[src/rtl/tmrb_pkg.sv]
// Shared definitions for the timer time base.
// Assumes a fixed 2-bit register select on the write port.
package tmrb_pkg;
    typedef enum logic [1:0] {
        SEL_CNT = 2'd0,
        SEL_DIV = 2'd1,
        SEL_PER = 2'd2,
        SEL_REP = 2'd3
    } reg_sel_e;
endpackage

[src/rtl/tmrb_prescaler.sv]
// Clock prescaler with a preloaded divider.
// Emits tick once every (div_act+1) clocks. The divider written by software
// sits in a preload register until an update event copies it into use;
// the same event restarts the prescale count at zero.
// Assumes upd_now is a combinational event for the current cycle.
module tmrb_prescaler #(
    parameter int W = 16
) (
    input  logic         clk,
    input  logic         rst_n,
    input  logic         div_wr,
    input  logic [W-1:0] div_data,
    input  logic         upd_now,
    output logic         tick
);
    logic [W-1:0] div_pre;
    logic [W-1:0] div_act;
    logic [W-1:0] pcnt;

    // tick when the prescale count has reached the active divider
    assign tick = (pcnt == div_act);

    // preload register captures software writes
    always_ff @(posedge clk) begin
        if (!rst_n)      div_pre <= '0;
        else if (div_wr) div_pre <= div_data;
    end

    // active divider follows the preload only at an update
    always_ff @(posedge clk) begin
        if (!rst_n)       div_act <= '0;
        else if (upd_now) div_act <= div_pre;
    end

    // prescale count: restart at update or tick, else advance
    always_ff @(posedge clk) begin
        if (!rst_n)              pcnt <= '0;
        else if (upd_now || tick) pcnt <= '0;
        else                     pcnt <= pcnt + 1'b1;
    end

    // the ratio in use never moves without an update
    p_div_hold_r6: assert property (@(posedge clk) disable iff (!rst_n)
        !upd_now |=> $stable(div_act));

    // an update leaves the prescale count at zero
    p_restart_r7: assert property (@(posedge clk) disable iff (!rst_n)
        upd_now |=> (pcnt == '0));
endmodule

[src/rtl/tmrb_counter.sv]
// Up-counter with a terminal value register.
// Advances on each prescaler tick from 0 to per_q, then wraps to 0.
// A terminal value of 0 freezes the counter. Software writes and update
// requests take precedence over counting.
// Assumes written counter values do not exceed a nonzero terminal value.
module tmrb_counter #(
    parameter int W = 16
) (
    input  logic         clk,
    input  logic         rst_n,
    input  logic         tick,
    input  logic         ug,
    input  logic         cnt_wr,
    input  logic         per_wr,
    input  logic [W-1:0] wr_data,
    output logic [W-1:0] cnt_q,
    output logic         ovf_now,
    output logic         ovf_q
);
    logic [W-1:0] per_q;
    logic         run;

    // counting is allowed on a tick with a nonzero terminal value and no override
    assign run     = tick && (per_q != '0) && !cnt_wr && !ug;
    // a wrap happens when running at or beyond the terminal value
    assign ovf_now = run && (cnt_q >= per_q);

    // terminal value register, written directly
    always_ff @(posedge clk) begin
        if (!rst_n)      per_q <= '0;
        else if (per_wr) per_q <= wr_data;
    end

    // counter: update clears, write loads, otherwise count or wrap
    always_ff @(posedge clk) begin
        if (!rst_n)       cnt_q <= '0;
        else if (ug)      cnt_q <= '0;
        else if (cnt_wr)  cnt_q <= wr_data;
        else if (ovf_now) cnt_q <= '0;
        else if (run)     cnt_q <= cnt_q + 1'b1;
    end

    // registered wrap strobe, aligned with the counter reading 0
    always_ff @(posedge clk) begin
        if (!rst_n) ovf_q <= 1'b0;
        else        ovf_q <= ovf_now;
    end

    // zero terminal value freezes the counter
    p_halt_r3: assert property (@(posedge clk) disable iff (!rst_n)
        (per_q == '0 && !cnt_wr && !ug) |=> $stable(cnt_q));

    // the wrap strobe always shows the counter at zero
    p_wrap_zero_r4: assert property (@(posedge clk) disable iff (!rst_n)
        ovf_q |-> (cnt_q == '0));

    // a tick below the terminal value steps by exactly one
    p_step_r2: assert property (@(posedge clk) disable iff (!rst_n)
        (run && !ovf_now) |=> (cnt_q == $past(cnt_q) + 1'b1));

    // a counter write lands on the next edge
    p_load_r8: assert property (@(posedge clk) disable iff (!rst_n)
        (cnt_wr && !ug) |=> (cnt_q == $past(wr_data)));
endmodule

[src/rtl/tmrb_repeat.sv]
// Repetition stage: turns counter wraps into update events.
// A wrap with the down-counter at zero raises an update and reloads the
// down-counter from the repetition register; any other wrap decrements it.
// A software request raises an update directly and also reloads.
module tmrb_repeat #(
    parameter int W = 16
) (
    input  logic         clk,
    input  logic         rst_n,
    input  logic         ovf_now,
    input  logic         ug,
    input  logic         rep_wr,
    input  logic [W-1:0] wr_data,
    output logic         upd_now,
    output logic         upd_q
);
    logic [W-1:0] rpr_q;
    logic [W-1:0] rep_cnt;
    logic         rep_zero;

    assign rep_zero = (rep_cnt == '0);
    // update on request, or on a wrap once repetitions are used up
    assign upd_now  = ug || (ovf_now && rep_zero);

    // repetition register, read on each reload
    always_ff @(posedge clk) begin
        if (!rst_n)      rpr_q <= '0;
        else if (rep_wr) rpr_q <= wr_data;
    end

    // down-counter: reload on update, decrement on other wraps
    always_ff @(posedge clk) begin
        if (!rst_n)       rep_cnt <= '0;
        else if (upd_now) rep_cnt <= rpr_q;
        else if (ovf_now) rep_cnt <= rep_cnt - 1'b1;
    end

    // registered update strobe, aligned with the counter outputs
    always_ff @(posedge clk) begin
        if (!rst_n) upd_q <= 1'b0;
        else        upd_q <= upd_now;
    end

    // a wrap with repetitions left raises no update
    p_no_early_upd_r5: assert property (@(posedge clk) disable iff (!rst_n)
        (ovf_now && !rep_zero && !ug) |=> !upd_q);

    // a request reloads the down-counter from the register
    p_reload_r7: assert property (@(posedge clk) disable iff (!rst_n)
        ug |=> (rep_cnt == $past(rpr_q)));
endmodule

[src/rtl/tmr_timebase.sv]
// Timer time base top: prescaler, counter and repetition stage.
// Decodes the single-cycle write port into per-register strokes and routes
// the update event back to the prescaler. All outputs are registered.
// Assumes wr_en and upd_req are single-cycle pulses.
module tmr_timebase #(
    parameter int W = 16
) (
    input  logic         clk,
    input  logic         rst_n,
    input  logic         wr_en,
    input  logic [1:0]   wr_sel,
    input  logic [W-1:0] wr_data,
    input  logic         upd_req,
    output logic [W-1:0] cnt_o,
    output logic         wrap_o,
    output logic         upd_o
);
    import tmrb_pkg::*;

    reg_sel_e sel;
    logic     cnt_wr, div_wr, per_wr, rep_wr;
    logic     tick, ovf_now, upd_now;

    // write decode into one stroke per register
    always_comb begin
        sel    = reg_sel_e'(wr_sel);
        cnt_wr = wr_en && (sel == SEL_CNT);
        div_wr = wr_en && (sel == SEL_DIV);
        per_wr = wr_en && (sel == SEL_PER);
        rep_wr = wr_en && (sel == SEL_REP);
    end

    tmrb_prescaler #(.W(W)) u_psc (
        .clk(clk), .rst_n(rst_n), .div_wr(div_wr), .div_data(wr_data),
        .upd_now(upd_now), .tick(tick)
    );

    tmrb_counter #(.W(W)) u_cnt (
        .clk(clk), .rst_n(rst_n), .tick(tick), .ug(upd_req),
        .cnt_wr(cnt_wr), .per_wr(per_wr), .wr_data(wr_data),
        .cnt_q(cnt_o), .ovf_now(ovf_now), .ovf_q(wrap_o)
    );

    tmrb_repeat #(.W(W)) u_rep (
        .clk(clk), .rst_n(rst_n), .ovf_now(ovf_now), .ug(upd_req),
        .rep_wr(rep_wr), .wr_data(wr_data),
        .upd_now(upd_now), .upd_q(upd_o)
    );

    // a request shows as an update with a cleared counter
    p_req_upd_r7: assert property (@(posedge clk) disable iff (!rst_n)
        upd_req |=> (upd_o && cnt_o == '0));

    // every update not caused by a request coincides with a wrap
    p_upd_on_wrap_r9: assert property (@(posedge clk) disable iff (!rst_n)
        (upd_o && !$past(upd_req)) |-> wrap_o);
endmodule

[config.mk]
export PLATFORM = sky130hd
export DESIGN_NAME = tmr_timebase
export DESIGN_NICKNAME = d
export VERILOG_FILES = /design/src/rtl/tmrb_pkg.sv /design/src/rtl/tmrb_prescaler.sv /design/src/rtl/tmrb_counter.sv /design/src/rtl/tmrb_repeat.sv /design/src/rtl/tmr_timebase.sv
export SDC_FILE = /design/constraint.sdc
export NUM_CORES = 1
export LEC_CHECK = 0
export CELL_PAD_IN_SITES_DETAIL_PLACEMENT = 2
export CELL_PAD_IN_SITES_GLOBAL_PLACEMENT = 2
export CORE_MARGIN = 2
export CORE_UTILIZATION = 40
export CTS_BUF_LIST = sky130_fd_sc_hd__clkbuf_2 sky130_fd_sc_hd__clkbuf_4 sky130_fd_sc_hd__clkbuf_8
export DETAILED_ROUTE_END_ITERATION = 6
export DONT_BUFFER_PORTS = 1
export PLACE_DENSITY = 0.93
export SETUP_SLACK_MARGIN = 0.02
export SYNTH_ARGS = -nofsm -noshare
export SYNTH_HDL_FRONTEND = slang
export SYNTH_SLANG_ARGS = --single-unit
[constraint.sdc]
create_clock -name clk -period 4.21 [get_ports clk]
set_clock_uncertainty 0.2 [all_clocks]
set_input_delay 0.421 -clock clk [delete_from_list [all_inputs] [get_ports clk]]
set_output_delay 0.421 -clock clk [all_outputs]
set_load 0.02 [all_outputs]
======== Word level (Yosys, flattened, before mapping) ========
Index checks and enable logic that the tools add are counted.
word-level totals
  bits in registers ....................... 114
  bits of input ports ..................... 22
  output and inout port bits .............. 18
  logic and storage cells ................. 43
operators by class
  add/subtract/negate cells ............... 3
  $lt $le $gt $ge ......................... 1
  equality and inequality tests ........... 4
  mux-type cells .......................... 5
  bitwise logic cells ..................... 1
  reductions and logical operators ........ 20
operators with widths
  cell                                                                    count
  16-bit two-way mux                                                      5
  16-bit by 1-bit adder with 16-bit output (second input constant)        2
  16-bit equality test                                                    1
  16-bit >= comparator                                                    1
  16-bit zero test                                                        1
  16-bit nonzero test                                                     1
  16-bit by 1-bit subtractor with 16-bit output (second input constant)   1
  1-bit logical AND                                                       9
  2-bit equality test (second input constant)                             2
  2-bit OR reduction                                                      2
  3-bit nonzero test                                                      1
  2-bit by 1-bit equality test with 1-bit output (second input constant)  1
  1-bit zero test                                                         2
  2-bit zero test                                                         1
  1-bit logical OR                                                        2
  2-bit nonzero test                                                      1
  1-bit inverter                                                          1

======== Depth between registers and ports, before layout ========
  word-level depth ........................ 10
  gate-level depth with buffers ........... 11
  depth with buffers taken out ............ 8

======== Cells and area by module ========
A second synthesis with hierarchy kept.
unflattened totals
  cell total of the unflattened synthesis .. 653
  area total of the unflattened synthesis .. 5973.2 um2
modules (own cells, without submodules)
  module          times used  cells each  area an instance (um2)
  tmrb_prescaler  1           205         2108.3
  tmrb_counter    1           254         2092.0
  tmrb_repeat     1           190         1735.4
  tmr_timebase    1           4           37.5

======== Worst setup path before layout ========
Ideal clock, no wire load.
  kind .................................... reg-to-reg
  start point ............................. register u_cnt.cnt_q[0]
  end point ............................... register u_rep.rep_cnt[1]
  library setup time ...................... 0.095 ns
  data arrival time ....................... 2.801 ns
  setup slack ............................. 1.114 ns
  cell stages (with the launch flop) ...... 10
  clock period less this slack ............ 3.096 ns
  cells stage by stage .................... dfxtp_1 > inv_1 > ha_1 > nand2b_1 > a2111oi_0 > o32ai_1 > o211ai_1 > clkbuf_1 > o21ai_0 > a221oi_1
between the ends
  longest elaborated chain between the ends .. 5
ends and longest elaborated chain
  element                                                          RTL line            text
  from (decl)                                                      tmrb_counter.sv:16  output logic [W-1:0] cnt_q,
  from (signal assigned)                                           tmrb_counter.sv:38  else if (cnt_wr) cnt_q <= wr_data;
  from (signal assigned)                                           tmrb_counter.sv:40  else if (run) cnt_q <= cnt_q + 1'b1;
  16-bit >= comparator *                                           tmrb_counter.sv:26  assign ovf_now = run && (cnt_q >= per_q);
  1-bit logical AND *                                              tmrb_counter.sv:26
  1-bit logical AND                                                tmrb_repeat.sv:23   assign upd_now = ug || (ovf_now && rep_zero);
  1-bit logical OR                                                 tmrb_repeat.sv:23
  16-bit two-way mux / 2-bit nonzero test (equally long branches)  --
  to (signal assigned)                                             tmrb_repeat.sv:34   else if (upd_now) rep_cnt <= rpr_q;
  to (signal assigned)                                             tmrb_repeat.sv:35   else if (ovf_now) rep_cnt <= rep_cnt - 1'b1;
  to (decl)                                                        tmrb_repeat.sv:18   logic [W-1:0] rep_cnt;
Mark *: on every way between the ends. The rest lies on a longest branch, timed or not.
A chain may end at the register's enable or synchronous reset.

======== Worst setup path in the final report ========
  start point ............................. register u_cnt.per_q[15]
  end point ............................... register u_rep.rep_cnt[11]
between the ends
  longest elaborated chain between the ends .. 8
ends and longest elaborated chain
  element                                                                       RTL line            text
  from (decl)                                                                   tmrb_counter.sv:20  logic [W-1:0] per_q;
  from (signal assigned)                                                        tmrb_counter.sv:31  else if (per_wr) per_q <= wr_data;
  parallel branches: the longest is 4 deep, another holds 16-bit >= comparator  --
  1-bit logical AND *                                                           tmrb_counter.sv:26
  1-bit logical AND                                                             tmrb_repeat.sv:23
  1-bit logical OR                                                              tmrb_repeat.sv:23
  16-bit two-way mux / 2-bit nonzero test (equally long branches)               --
Mark *: on every way between the ends.

==> metrics.md <==
| Metric | Value |
|---|---|
| Final #Nets | `767` |
| Met3 GRT Util | `0.1149` |
| Placer Congestion | `0.8918` |
| Vias per cell | `6.589` |
| H-tree depth | `4` |
| Post-synth ARST share | `0` |
| DR pass1 iterations | `5` |
| Post-DR wirelength/cell | `29.65 microns` |
| Post-layout min period | `3991 ps` |
| Worst-margin pin slew | `1195 ps` |
| Vias | `6049` |
| RSZ-0062 raised after global routing | `no` |
| Slew headroom | `0.2002` |
| TritonCTS clock tree | `yes` |
| Top_reg_cell synth | `dfxtp_1` |
| Gr ovfl total | `0` |
| Critical Path RT | `4350 ps` |
| Top Usage Layer GRT | `met2` |
| Final cycle utilization of the critical path | `0.9479` |
| Total Routing Usage GR | `0.3692` |
| Final setup fails | `0` |
| Detailed Route Iter0 Violations | `424` |
| Leakage power | `2.446 nW` |
| MaxCap Viol Count | `0` |
| # port buffers | `0` |
| Power per Cell Area | `406.6 nW/um^2` |
| Dpl hpwl | `16030 microns` |
| Die Wd | `123.4 microns` |
| Vias in the first global route | `6742` |
| First-pass GRT wire length | `40900 microns` |
| Final wirelength | `27220 microns` |
| Num CTS Buffers | `17` |
| Worst-path clk slew | `80 ps` |
| Final Hold Fails | `0` |
| Core Region | `13880 sq um` |
| Crit path capture type | `flop` |
| M1 GR Usage | `0.3943` |
| Cell area after synthesis | `5704 sq um` |
| # IOs | `40` |
| Synthesis-to-finish area growth | `14.21%` |
| Global Route met2 Usage | `0.6377` |
| Rows | `43` |
| Fin cells | `918` |
| Largest net degree at the start of global routing | `53` |
| #FFs+latches synth | `114` |
| Status | `finished clean` |
| F_max | `0.2506 GHz` |
| Most common cell after layout, fill and taps aside | `nand2_1` |
| Placed insts | `867` |
| Critical Path Source Type | `flop` |
| YS warnings | `0` |
| Full die area | `15230 sq um` |
| Final setup TNS | `0 ps` |
| Synthesized Nets | `751` |
| Most frequent cells in the layout | `167 x nand2_1, 114 x dfxtp_1, 63 x a21oi_1, 34 x nor2_1, 30 x inv_1` |
| Die height | `123.4 microns` |
| Critical Path AT | `4130 ps` |
| Peak VDD IR | `0.2414 mV` |
| Syn Inst Count | `710` |
| Critical path type | `reg2reg` |
| Worst skew pair latency | `470 ps` |
| Mean Syn Cell Area | `8.034 sq um` |
| CTS max path bufs | `2` |
| Seq/Total Area, Yosys | `0.4001` |
| Residual DRC count | `0` |
| Initial antenna violation count | `2` |
| Worst-path fanout max | `28` |
| Slew Viols, Final | `0` |
| Post-cts resize count | `0` |
| Clk sinks | `114` |
| Final ANT Viol Nets | `0` |
| Initial Utilization | `0.4109` |
| EDFF count, synth | `0` |
| Hold/Removal Path Class | `in2reg` |
| Clock Root Buffer | `clkbuf_8` |
| Netlist cell types | `60` |
| Share of post-route cells with drive strength above 1 | `0.07870` |
==> power by group <==
part,total [mW],switching (mW),internal [mW]
registers,1.15,0.0394,1.11
logic,0.408,0.286,0.122
clock network,1.09,0.476,0.616
==> sequential cells by signal, summed over array words and instances (netlist names) <==
register,flops
u_psc.div_pre,16
u_psc.div_act,16
u_rep.rpr_q,16
u_rep.upd_q,1
u_cnt.per_q,16
u_rep.rep_cnt,16
u_psc.pcnt,16
u_cnt.ovf_q,1
u_cnt.cnt_q,16
==> cells in the mapped netlist, drive strengths merged (4+ instances only) <==
cell | number | area, sq um
nor3b | 4 | 30.03
o211ai | 5 | 37.54
inv | 31 | 116.4
a31oi | 7 | 43.79
mux2i | 18 | 180.2
nand2b | 6 | 37.54
nor2 | 35 | 133.9
xor2 | 27 | 236.5
nand2 | 167 | 626.9
a21oi | 63 | 315.3
or4 | 9 | 67.56
ha | 19 | 237.7
o31ai | 5 | 37.54
nand3b | 4 | 30.03
or3 | 7 | 43.79
nand3 | 18 | 90.09
a2bb2oi | 5 | 43.79
nand4 | 9 | 56.30
o221ai | 8 | 70.07
and3 | 13 | 81.33
buf | 4 | 25.02
xnor2 | 10 | 87.58
clkbuf | 33 | 123.9
nor3 | 10 | 50.05
o21ai | 14 | 70.06
nor4 | 16 | 100.1
o2111ai | 4 | 35.03
a32oi | 7 | 61.31
dfxtp | 114 | 2282
==> worst max-delay path, stage by stage, from the launching register on <==
cell and delay, ps:
dfxtp_1 390, inv_1 130, ha_1 390, nand4_1 240, or3_1 460, o32ai_1 880, o211ai_1 180, buf_4 270
or4_1 570, o2111a_1 170
==> through the flow <==
stage / instance area, sq um / hold slack [ps] / utilization / worst slack (ps) / power [mW]
floorplan: 5704 / 235.0 / - / 1114 / 1.395
global placement: 5897 / 242.5 / 0.4248 / 741.4 / 1.465
detailed placement: 5897 / 254.2 / 0.4248 / 627.4 / 1.499
CTS: 6487 / 5.949 / 0.4674 / 420.1 / 2.619
global route: 6515 / 19.10 / 0.4694 / 105.1 / 2.719
finish: 6515 / 40.78 / 0.4694 / 219.2 / 2.649
==> timing repair <==
item | in CTS | in global routing
hold buffers | 18 | 2
setup buffers | 0 | 0
endpoints found under the hold margin | 88 | 2
==> path summary, 6_finish.rpt <==
check	depth (start not counted)	slack (ps)	to	start
setup / recovery	9	220	u_rep.rep_cnt[11]	u_cnt.per_q[15]
hold / removal	2	40	u_cnt.cnt_q[6]	wr_data[6]
setup reg to reg	9	220	u_rep.rep_cnt[11]	u_cnt.per_q[15]
hold reg to reg	2	260	u_rep.rpr_q[9]	u_rep.rpr_q[9]
==> metal layers <==
metal,routed length [microns],vias up,share of wire
met5,13,-,0.00048
met4,1694,2,0.062
met3,1942,149,0.071
met2,13440,333,0.49
met1,10130,3026,0.37
li1,-,2539,-
==> final cells by class <==
type / instances / area [sq um]
fill: 1513 / 7366
multi-input combinational: 528 / 3173
sequential: 114 / 2282
clock buffer: 25 / 325.3
timing repair buffer: 34 / 315.3
tap: 180 / 225.2
inverter: 31 / 116.4
clock inverter: 5 / 75.07
antenna: 1 / 2.502
==> kinds of logic after synthesis <==
family	count (synthesis)	share of synthesized area
multiplexers	18	0.03159
AND/OR/NAND/NOR	310	0.2538
adder cells (fa/ha/maj)	19	0.04168
XOR/XNOR	37	0.05681
flip-flops	114	0.4001
AO/OA/AOI/OAI	144	0.1696
buffers and inverters	68	0.04650
No activity file was read; power rests on OpenSTA's default activity.
